--- src/rtl/twp_pkg.sv ---
package twp_pkg;
   typedef enum logic {
      SEQ_IDLE = 1'b0,
      SEQ_RUN  = 1'b1
   } seq_state_e;
endpackage

--- src/rtl/twp_first_set.sv ---
module twp_first_set #(
   parameter int WIDTH = 64,
   parameter int OUT_W = $clog2(WIDTH + 1)
) (
   input  logic [WIDTH-1:0] vec_i,
   output logic [OUT_W-1:0] pos_o
);
   // Lowest set bit; WIDTH when none is set.
   always_comb begin
      pos_o = OUT_W'(WIDTH);
      for (int k = WIDTH - 1; k >= 0; k--) begin
         if (vec_i[k]) pos_o = OUT_W'(k);
      end
   end
endmodule

--- src/rtl/twp_lane.sv ---
module twp_lane #(
   parameter int MAX_VL = 64,
   parameter int VL_W   = $clog2(MAX_VL + 1),
   parameter int IDX_W  = $clog2(MAX_VL)
) (
   input  logic              clk,
   input  logic              rst_n,
   input  logic              load_i,
   input  logic              is_vec_i,
   input  logic [MAX_VL-1:0] mask_i,
   input  logic              adv_i,
   output logic [VL_W-1:0]   pos_o
);
   logic [VL_W-1:0]   cnt_q;
   logic [MAX_VL-1:0] mask_q;
   logic              vec_q;
   logic [MAX_VL-1:0] hit;
   logic [VL_W-1:0]   found;

   always_ff @(posedge clk or negedge rst_n) begin
      if (!rst_n) begin
         cnt_q  <= '0;
         mask_q <= '0;
         vec_q  <= 1'b0;
      end else if (load_i) begin
         cnt_q  <= '0;
         mask_q <= mask_i;
         vec_q  <= is_vec_i;
      end else if (adv_i) begin
         cnt_q  <= pos_o + VL_W'(1);
      end
   end

   // Positions at or above the counter that are enabled.
   generate
      for (genvar b = 0; b < MAX_VL; b++) begin : g_hit
         assign hit[b] = mask_q[b] & (VL_W'(b) >= cnt_q);
      end
   endgenerate

   twp_first_set #(.WIDTH(MAX_VL), .OUT_W(VL_W)) u_find (
      .vec_i (hit),
      .pos_o (found)
   );

   assign pos_o = vec_q ? found : cnt_q;


   // An accepted vector position always carries an enabled mask bit.
   mask_honoured_chk: assert property (@(posedge clk) disable iff (!rst_n)
      (adv_i && vec_q) |-> mask_q[pos_o[IDX_W-1:0]]);


   advance_step_chk: assert property (@(posedge clk) disable iff (!rst_n)
      (adv_i && !load_i) |=> (cnt_q == $past(pos_o) + VL_W'(1)) || $past(pos_o) >= VL_W'(MAX_VL));
endmodule

--- src/rtl/twp_seq.sv ---
module twp_seq #(
   parameter int MAX_VL = 64,
   parameter int VL_W   = $clog2(MAX_VL + 1),
   parameter int IDX_W  = $clog2(MAX_VL)
) (
   input  logic              clk,
   input  logic              rst_n,
   input  logic              start_i,
   input  logic [VL_W-1:0]   vl_i,
   input  logic [MAX_VL-1:0] src_mask_i,
   input  logic [MAX_VL-1:0] dst_mask_i,
   input  logic              src_vec_i,
   input  logic              dst_vec_i,
   input  logic              ready_i,
   output logic              pair_valid_o,
   output logic [IDX_W-1:0]  src_idx_o,
   output logic [IDX_W-1:0]  dst_idx_o,
   output logic              done_o,
   output logic              busy_o
);
   import twp_pkg::*;

   generate
      if (MAX_VL < 2) begin : g_bad_len
         $error("twp_seq: MAX_VL must be at least 2");
      end
      if (VL_W < $clog2(MAX_VL + 1)) begin : g_bad_vlw
         $error("twp_seq: VL_W too narrow for MAX_VL");
      end
   endgenerate

   seq_state_e      state_q;
   logic [VL_W-1:0] vl_q;
   logic [VL_W-1:0] src_pos, dst_pos;
   logic            accept_start, go, adv;

   assign accept_start = start_i && (state_q == SEQ_IDLE);
   assign go           = (state_q == SEQ_RUN) && (src_pos < vl_q) && (dst_pos < vl_q);
   assign adv          = go && ready_i;

   always_ff @(posedge clk or negedge rst_n) begin
      if (!rst_n) begin
         state_q <= SEQ_IDLE;
         vl_q    <= '0;
      end else if (accept_start) begin
         state_q <= SEQ_RUN;
         vl_q    <= vl_i;
      end else if (state_q == SEQ_RUN && !go) begin
         state_q <= SEQ_IDLE;
      end
   end

   twp_lane #(.MAX_VL(MAX_VL), .VL_W(VL_W), .IDX_W(IDX_W)) u_src_lane (
      .clk (clk), .rst_n (rst_n), .load_i (accept_start), .is_vec_i (src_vec_i),
      .mask_i (src_mask_i), .adv_i (adv), .pos_o (src_pos)
   );

   twp_lane #(.MAX_VL(MAX_VL), .VL_W(VL_W), .IDX_W(IDX_W)) u_dst_lane (
      .clk (clk), .rst_n (rst_n), .load_i (accept_start), .is_vec_i (dst_vec_i),
      .mask_i (dst_mask_i), .adv_i (adv), .pos_o (dst_pos)
   );

   assign pair_valid_o = go;
   assign done_o       = (state_q == SEQ_RUN) && !go;
   assign busy_o       = (state_q == SEQ_RUN);
   assign src_idx_o    = go ? src_pos[IDX_W-1:0] : '0;
   assign dst_idx_o    = go ? dst_pos[IDX_W-1:0] : '0;


   done_single_chk: assert property (@(posedge clk) disable iff (!rst_n)
      done_o |=> !done_o && !pair_valid_o && !busy_o);


   stall_hold_chk: assert property (@(posedge clk) disable iff (!rst_n)
      (pair_valid_o && !ready_i) |=> pair_valid_o && $stable(src_idx_o) && $stable(dst_idx_o));


   idx_rising_chk: assert property (@(posedge clk) disable iff (!rst_n)
      (pair_valid_o && ready_i) |=> !pair_valid_o ||
         (src_idx_o > $past(src_idx_o) && dst_idx_o > $past(dst_idx_o)));


   start_ignored_chk: assert property (@(posedge clk) disable iff (!rst_n)
      (busy_o && start_i && !done_o) |=> busy_o && vl_q == $past(vl_q));


   zero_len_chk: assert property (@(posedge clk) disable iff (!rst_n)
      (accept_start && vl_i == '0) |=> done_o);
endmodule

--- config.mk ---
export PLATFORM = sky130hd
export DESIGN_NAME = twp_seq
export DESIGN_NICKNAME = d
export VERILOG_FILES = /design/src/rtl/twp_pkg.sv /design/src/rtl/twp_first_set.sv /design/src/rtl/twp_lane.sv /design/src/rtl/twp_seq.sv
export SDC_FILE = /design/constraint.sdc
export NUM_CORES = 1
export LEC_CHECK = 0
export ABC_CLOCK_PERIOD_IN_PS = 5100
export CAP_MARGIN = 20
export CORE_MARGIN = 2
export CORE_UTILIZATION = 45
export DETAILED_ROUTE_END_ITERATION = 12
export GPL_TIMING_DRIVEN = 0
export HOLD_SLACK_MARGIN = 0.06
export PLACE_DENSITY_LB_ADDON = 0.05
export REMOVE_ABC_BUFFERS = 1
export SLEW_MARGIN = 40
export SYNTH_ARGS = -nofsm -noshare
export SYNTH_HDL_FRONTEND = slang
export SYNTH_SLANG_ARGS = --single-unit
export TNS_END_PERCENT = 10
--- constraint.sdc ---
create_clock -name clk -period 5.1 [get_ports clk]
set_input_delay 1.02 -clock clk [delete_from_list [all_inputs] [get_ports clk]]
set_output_delay 1.02 -clock clk [all_outputs]
set_load 0.02 [all_outputs]
Yosys cells after proc, flatten, opt, wreduce, memory -nomap -nowiden. Index checks and enable logic that the tools add are counted.

Output and inout bits: 15. Input port bits: 141. Word-level logic and storage cells: 415. Bits in registers: 152.

Reduce and logical (&&, ||, !) cells: 8. Muxes and demuxes: 138. $lt $le $gt $ge: 130. Add/subtract/negate cells: 2. Bitwise operators: 129.

Operator list (count): $mux W7 (134); $ge A6 B7 Y1 const A (64); $ge A5 B7 Y1 const A (32); $and A1 B1 Y1 (128); $ge A4 B7 Y1 const A (16); $ge A3 B7 Y1 const A (8); $ge A1 B7 Y1 const A (4); $ge A2 B7 Y1 const A (4); $add A7 B1 Y7 const B (2); $lt A7 B7 Y1 (2); $mux W6 (2); $logic_and A1 B1 Y1 (5); $reduce_bool A2 Y1 (2); $mux W1 (2); $logic_not A1 Y1 (1); $not A1 Y1 (1).

Longest topological paths before layout.
Word-level depth: 74. Mapped depth: 21. Mapped depth without buffers: 17.

Hierarchy. From an unflattened synthesis, not the netlist that was laid out.

Cells, all modules: 1068. Area total of the unflattened synthesis: 10187.3 um2.

Modules (own cells, without submodules): twp_lane (cells each 347, times used 2, area each 3837.4 um2, seq. area each 1801.7 um2); twp_first_set (cells each 147, times used 2, area each 859.6 um2, seq. area each 0.0 um2); twp_seq (cells each 80, times used 1, area each 793.3 um2, seq. area each 200.2 um2).

Least setup slack after synthesis. Ideal clock, no wire load.

Path kind: flip-flop to output port. Start: register u_src_lane.cnt_q[5]. End: output src_idx_o[2]. Required time: 4080 ps. Path buffers: 3. Slack: -423 ps. Stages on the path, launching flop included: 17. Arrival: 4503 ps. Cells stage by stage: dfrtp_1 > buf_4 > nand2_1 > buf_2 > o21a_1 > o21a_1 > or4_1 > or4_1 > o22ai_1 > ha_1 > a22oi_1 > nand4_1 > a311o_1 > a211oi_1 > nand3_2 > buf_2 > nor3_1.

Word-level cells in the longest chain between the ends: 71. Elaborated cells between the ends (all ways): 197. Classes of those cells: order compare (65); mux (66); bitwise (64); reduce/logical (2).

RTL lines: start, declared (line twp_lane.sv:14) `logic [VL_W-1:0] cnt_q;`; start signal, assigned (line twp_lane.sv:30) `cnt_q <= pos_o + VL_W'(1);`; $ge A6 B7 Y1 (line twp_lane.sv:37) `assign hit[b] = mask_q[b] & (VL_W'(b) >= cnt_q);`; $and A1 B1 Y1 (line twp_lane.sv:37); $mux W7 (64 in a row) (line twp_first_set.sv:12) `if (vec_i[k]) pos_o = OUT_W'(k);`; $mux W7 * (line twp_lane.sv:46) `assign pos_o = vec_q ? found : cnt_q;`; $lt A7 B7 Y1 (line twp_seq.sv:38) `assign go = (state_q == SEQ_RUN) && (src_pos < vl_q) && (dst_pos < vl_q);`; $logic_and A1 B1 Y1 (2 in a row) (line twp_seq.sv:38); $mux W6 * (line twp_seq.sv:66) `assign src_idx_o = go ? src_pos[IDX_W-1:0] : '0;`; end, declared (line twp_seq.sv:16) `output logic [IDX_W-1:0] src_idx_o,`.

Every way passes the cells marked *; elsewhere a longest branch is shown, timed or not.

Final worst setup path.
Start: register u_src_lane.cnt_q[3]. End: output src_idx_o[2].

The elaborated chain is that of the path after synthesis.

==> results.md <==
- Status: finished, violations left
- Failing checks: setup timing
- Overflow after GRT: 0
- CTS tree: done
- DRT iter0 DRCs: 1008
- Dpl cells: 1826
- Crit share post-route: 1.13
- Fin Hold WS: 0.434 ns
- CP Max Fanout: 9
- Placement Rows: 56
- Clock power share: 0.132
- Finished Layout Cells: 1980
- Post-synth cell types: 100
- Clk root buf: clkbuf_16
- Post-Synthesis Cell Area: between 10000 and 15000 um^2
- HPWL Detailed: roughly 27000 um
- Post-synthesis register bit count: about 150
- Total power: 9.35 mW
- Hold Crit Class: in2async
- Routed len/inst: 21.2 um
- First-pass GRT wire length: ~65000 um
- Pin count of the biggest net entering global routing: 64
- Nets@finish: 1803
- Unrepaired setup endpoints after global routing: yes
- Yosys warnings: 0
- Arr. time, crit path: 4.72 ns
- Max-slew headroom: 0.393
- Drt via density: between 6 and 7
- # DRC: 0
- Power per cell area: 622 nW/um^2
- Die height: around 160 um
- Core area: approximately 24000 um^2
- Hold Vio Cnt, Final: 0
- Leading cell types in the layout, fill and taps excluded: nand2_1 (440), clkdlybuf4s50_1 (140), dfrtp_1 (138)
- CP endpoint kind: output pin
- FMAX: 174 MHz
- Worst-margin pin slew: 0.903 ns
- Gate Count Post-Synth: 1431
- Sequential area share after synthesis: 0.350
- Initial antenna violation count: 0
- First drt pass iteration count: 8
- Switching share of power: 0.480
- Clock Skews: 0.0152 ns
- Final setup viols: 14
- Syn avg cell area: 7.60 um^2
- IO Pins: 156
- Clock latency on the worst-skew pair: 0.45 ns
- LEAKAGE: approximately 6.6 nW
- Fillers: 2182
- Area Overhead vs Synth: 38.3%
- Clk slew on worst S/H paths: about 0.070 ns
- Min cycle time layout: 5.74 ns
- Fin. max-slew vios: 0
- Net switching power: 4.49 mW
- Ratio of cells with drive above 1 in the final layout: 0.203
- Gpl congestion: 0.909
- Post-layout util: 0.637
- Vias in the first global route: 11900
- Clock sink total: 152
- Starting Density: 0.461
- Post-synth ARST share: 1.00
- VDD IR-drop max: about 0.27 mV
- Sequential share of power: 0.257
- Vias: 12100
- DP Worst Slack: -2.16 ns
- Synth Flop Type: dfrtp_1
- Critical Path Start Type: flop
- Comb pwr share: 0.611
- PortBufs: about 160
- CTS H-Tree Depth: 4
- Routed wire length: 41900 um
- Req. time, crit path: a little over 4 ns
- Crit path kind: reg2out
- Most common cell after layout, fill and taps aside: nand2_1
- EDFF count, synth: 0
- Antenna-violating nets left: 0
- Num CTS Buffers: 17
- Worst setup margin: -0.638 ns
- Die width: 159 um
- Largest buffer count on any clock path: 2
- Total track usage: 0.323
- Die ar.: 25400 um^2
- ANT cells: 0
- Cell Int Power: ~4.9 mW
- Max-capacitance violation count: 0
## critical path, stage by stage (launching register included)
cell,delay (ns)
dfrtp_4,0.51
o21ai_2,0.16
a22o_1,0.26
a22o_4,0.28
or4b_4,0.51
or4_4,0.55
o22ai_4,0.21
ha_4,0.25
a22oi_2,0.15
nand4_1,0.11
a311o_1,0.34
a211oi_4,0.31
nand3_4,0.14
buf_6,0.15
nor3_4,0.18
buf_6,0.15
## sequential cells by signal (all words and copies together), names as in the netlist
register           flops
u_dst_lane.mask_q     64
u_src_lane.vec_q       1
u_src_lane.mask_q     64
busy_o                 1
u_dst_lane.cnt_q       7
vl_q                   7
u_dst_lane.vec_q       1
u_src_lane.cnt_q       7
## final timing paths
kind                                             from               endpoint  slack (ns)  cells past startpoint
worst min register to register  u_dst_lane.mask_q[43]  u_dst_lane.mask_q[43]        0.48                      2
worst min-delay path                            rst_n  u_dst_lane.mask_q[44]        0.43                      1
max in group asynchronous                       rst_n    u_dst_lane.cnt_q[2]        3.72                      3
min in group clk                u_dst_lane.mask_q[43]  u_dst_lane.mask_q[43]        0.48                      2
worst max-delay path              u_src_lane.cnt_q[3]           src_idx_o[2]       -0.64                     15
worst max register to register    u_src_lane.cnt_q[3]    u_dst_lane.cnt_q[4]        0.28                     15
## cells in the mapped netlist, types with 7 or more instances
library cell    n  share of area
nand2_1       446           0.15
dfrtp_1       152           0.35
o21ai_0        91          0.042
nor2_1         69          0.024
a21oi_1        59          0.027
inv_1          43          0.015
clkbuf_1       41          0.014
o211ai_1       32          0.022
nand3_1        28          0.013
buf_2          25          0.012
o21a_1         21          0.014
nor2b_1        18          0.010
a211oi_1       17          0.012
a31oi_1        17         0.0098
nand4_1        17         0.0098
ha_1           14          0.016
nor3_1         14         0.0064
buf_4          13         0.0090
and2_1         12         0.0069
nor3b_1        12         0.0083
o21ai_1        12         0.0055
and3_1         11         0.0063
mux2i_1        11          0.010
nand2b_1       11         0.0063
a22oi_1        10         0.0069
o22ai_1        10         0.0058
or2_2          10         0.0058
a21boi_0        9         0.0062
a21o_1          9         0.0062
o2111ai_1       9         0.0072
o221ai_1        9         0.0072
o31ai_1         8         0.0055
nor4_1          7         0.0040
o311ai_0        7         0.0056
## per-stage QoR
stage,TNS [ns],cell area (um^2)
after CTS,-7.08,14500
after detailed placement,-34.60,12600
final,-8.16,15000
after global routing,-10.10,15000
after floorplan,-214.05,10400
after global placement,-1213.94,12400
## repair_timing
action	4_1_cts	5_1_grt
hold buffers	0	0
gates resized for setup	203	57
setup endpoints to repair	29	14
setup buffers	93	27
pin swaps	32	30
cloned	0	2
## layer usage
layer / wire length (um) / global-route usage
met5: 0 / 0
met4: 2800 / 0.202
met3: 2580 / 0.0466
met2: 20700 / 0.574
met1: 15900 / 0.365
## layout make-up
cell class	instances	area, um^2	area share
multi-input cells	1143	7110	0.473
flip-flops and latches	152	3860	0.256
repair buffers	287	2920	0.194
clock buffers	17	425	0.0283
well taps	319	399	0.0265
inverters	47	196	0.0131
clock inverters	15	128	0.00849
## kinds of logic (layout without fill, tap and decap cells)
| group | Yosys count | in the layout | share of synthesized area |
|---|---|---|---|
| flip-flops | 152 | 152 | 0.350 |
| XOR/XNOR | 7 | 7 | 0.00564 |
| AND/OR/NAND/NOR | 702 | 702 | 0.297 |
| adder cells (fa/ha/maj) | 16 | 16 | 0.0179 |
| buffers and inverters | 136 | 366 | 0.0587 |
| multiplexers | 11 | 11 | 0.0101 |
| AO/OA/AOI/OAI | 407 | 407 | 0.261 |
## power groups by stage
stage | registers (mW) | logic, mW | clock network (mW)
CTS | 2.38 | 5.22 | 1.25
detailed placement | 2.55 | 4.17 | 0
floorplan | 2.24 | 2.98 | 0
global route | 2.46 | 6.16 | 1.30
finish | 2.40 | 5.72 | 1.23
global placement | 2.54 | 4.14 | 0
Power figures use the tool's default switching activity.
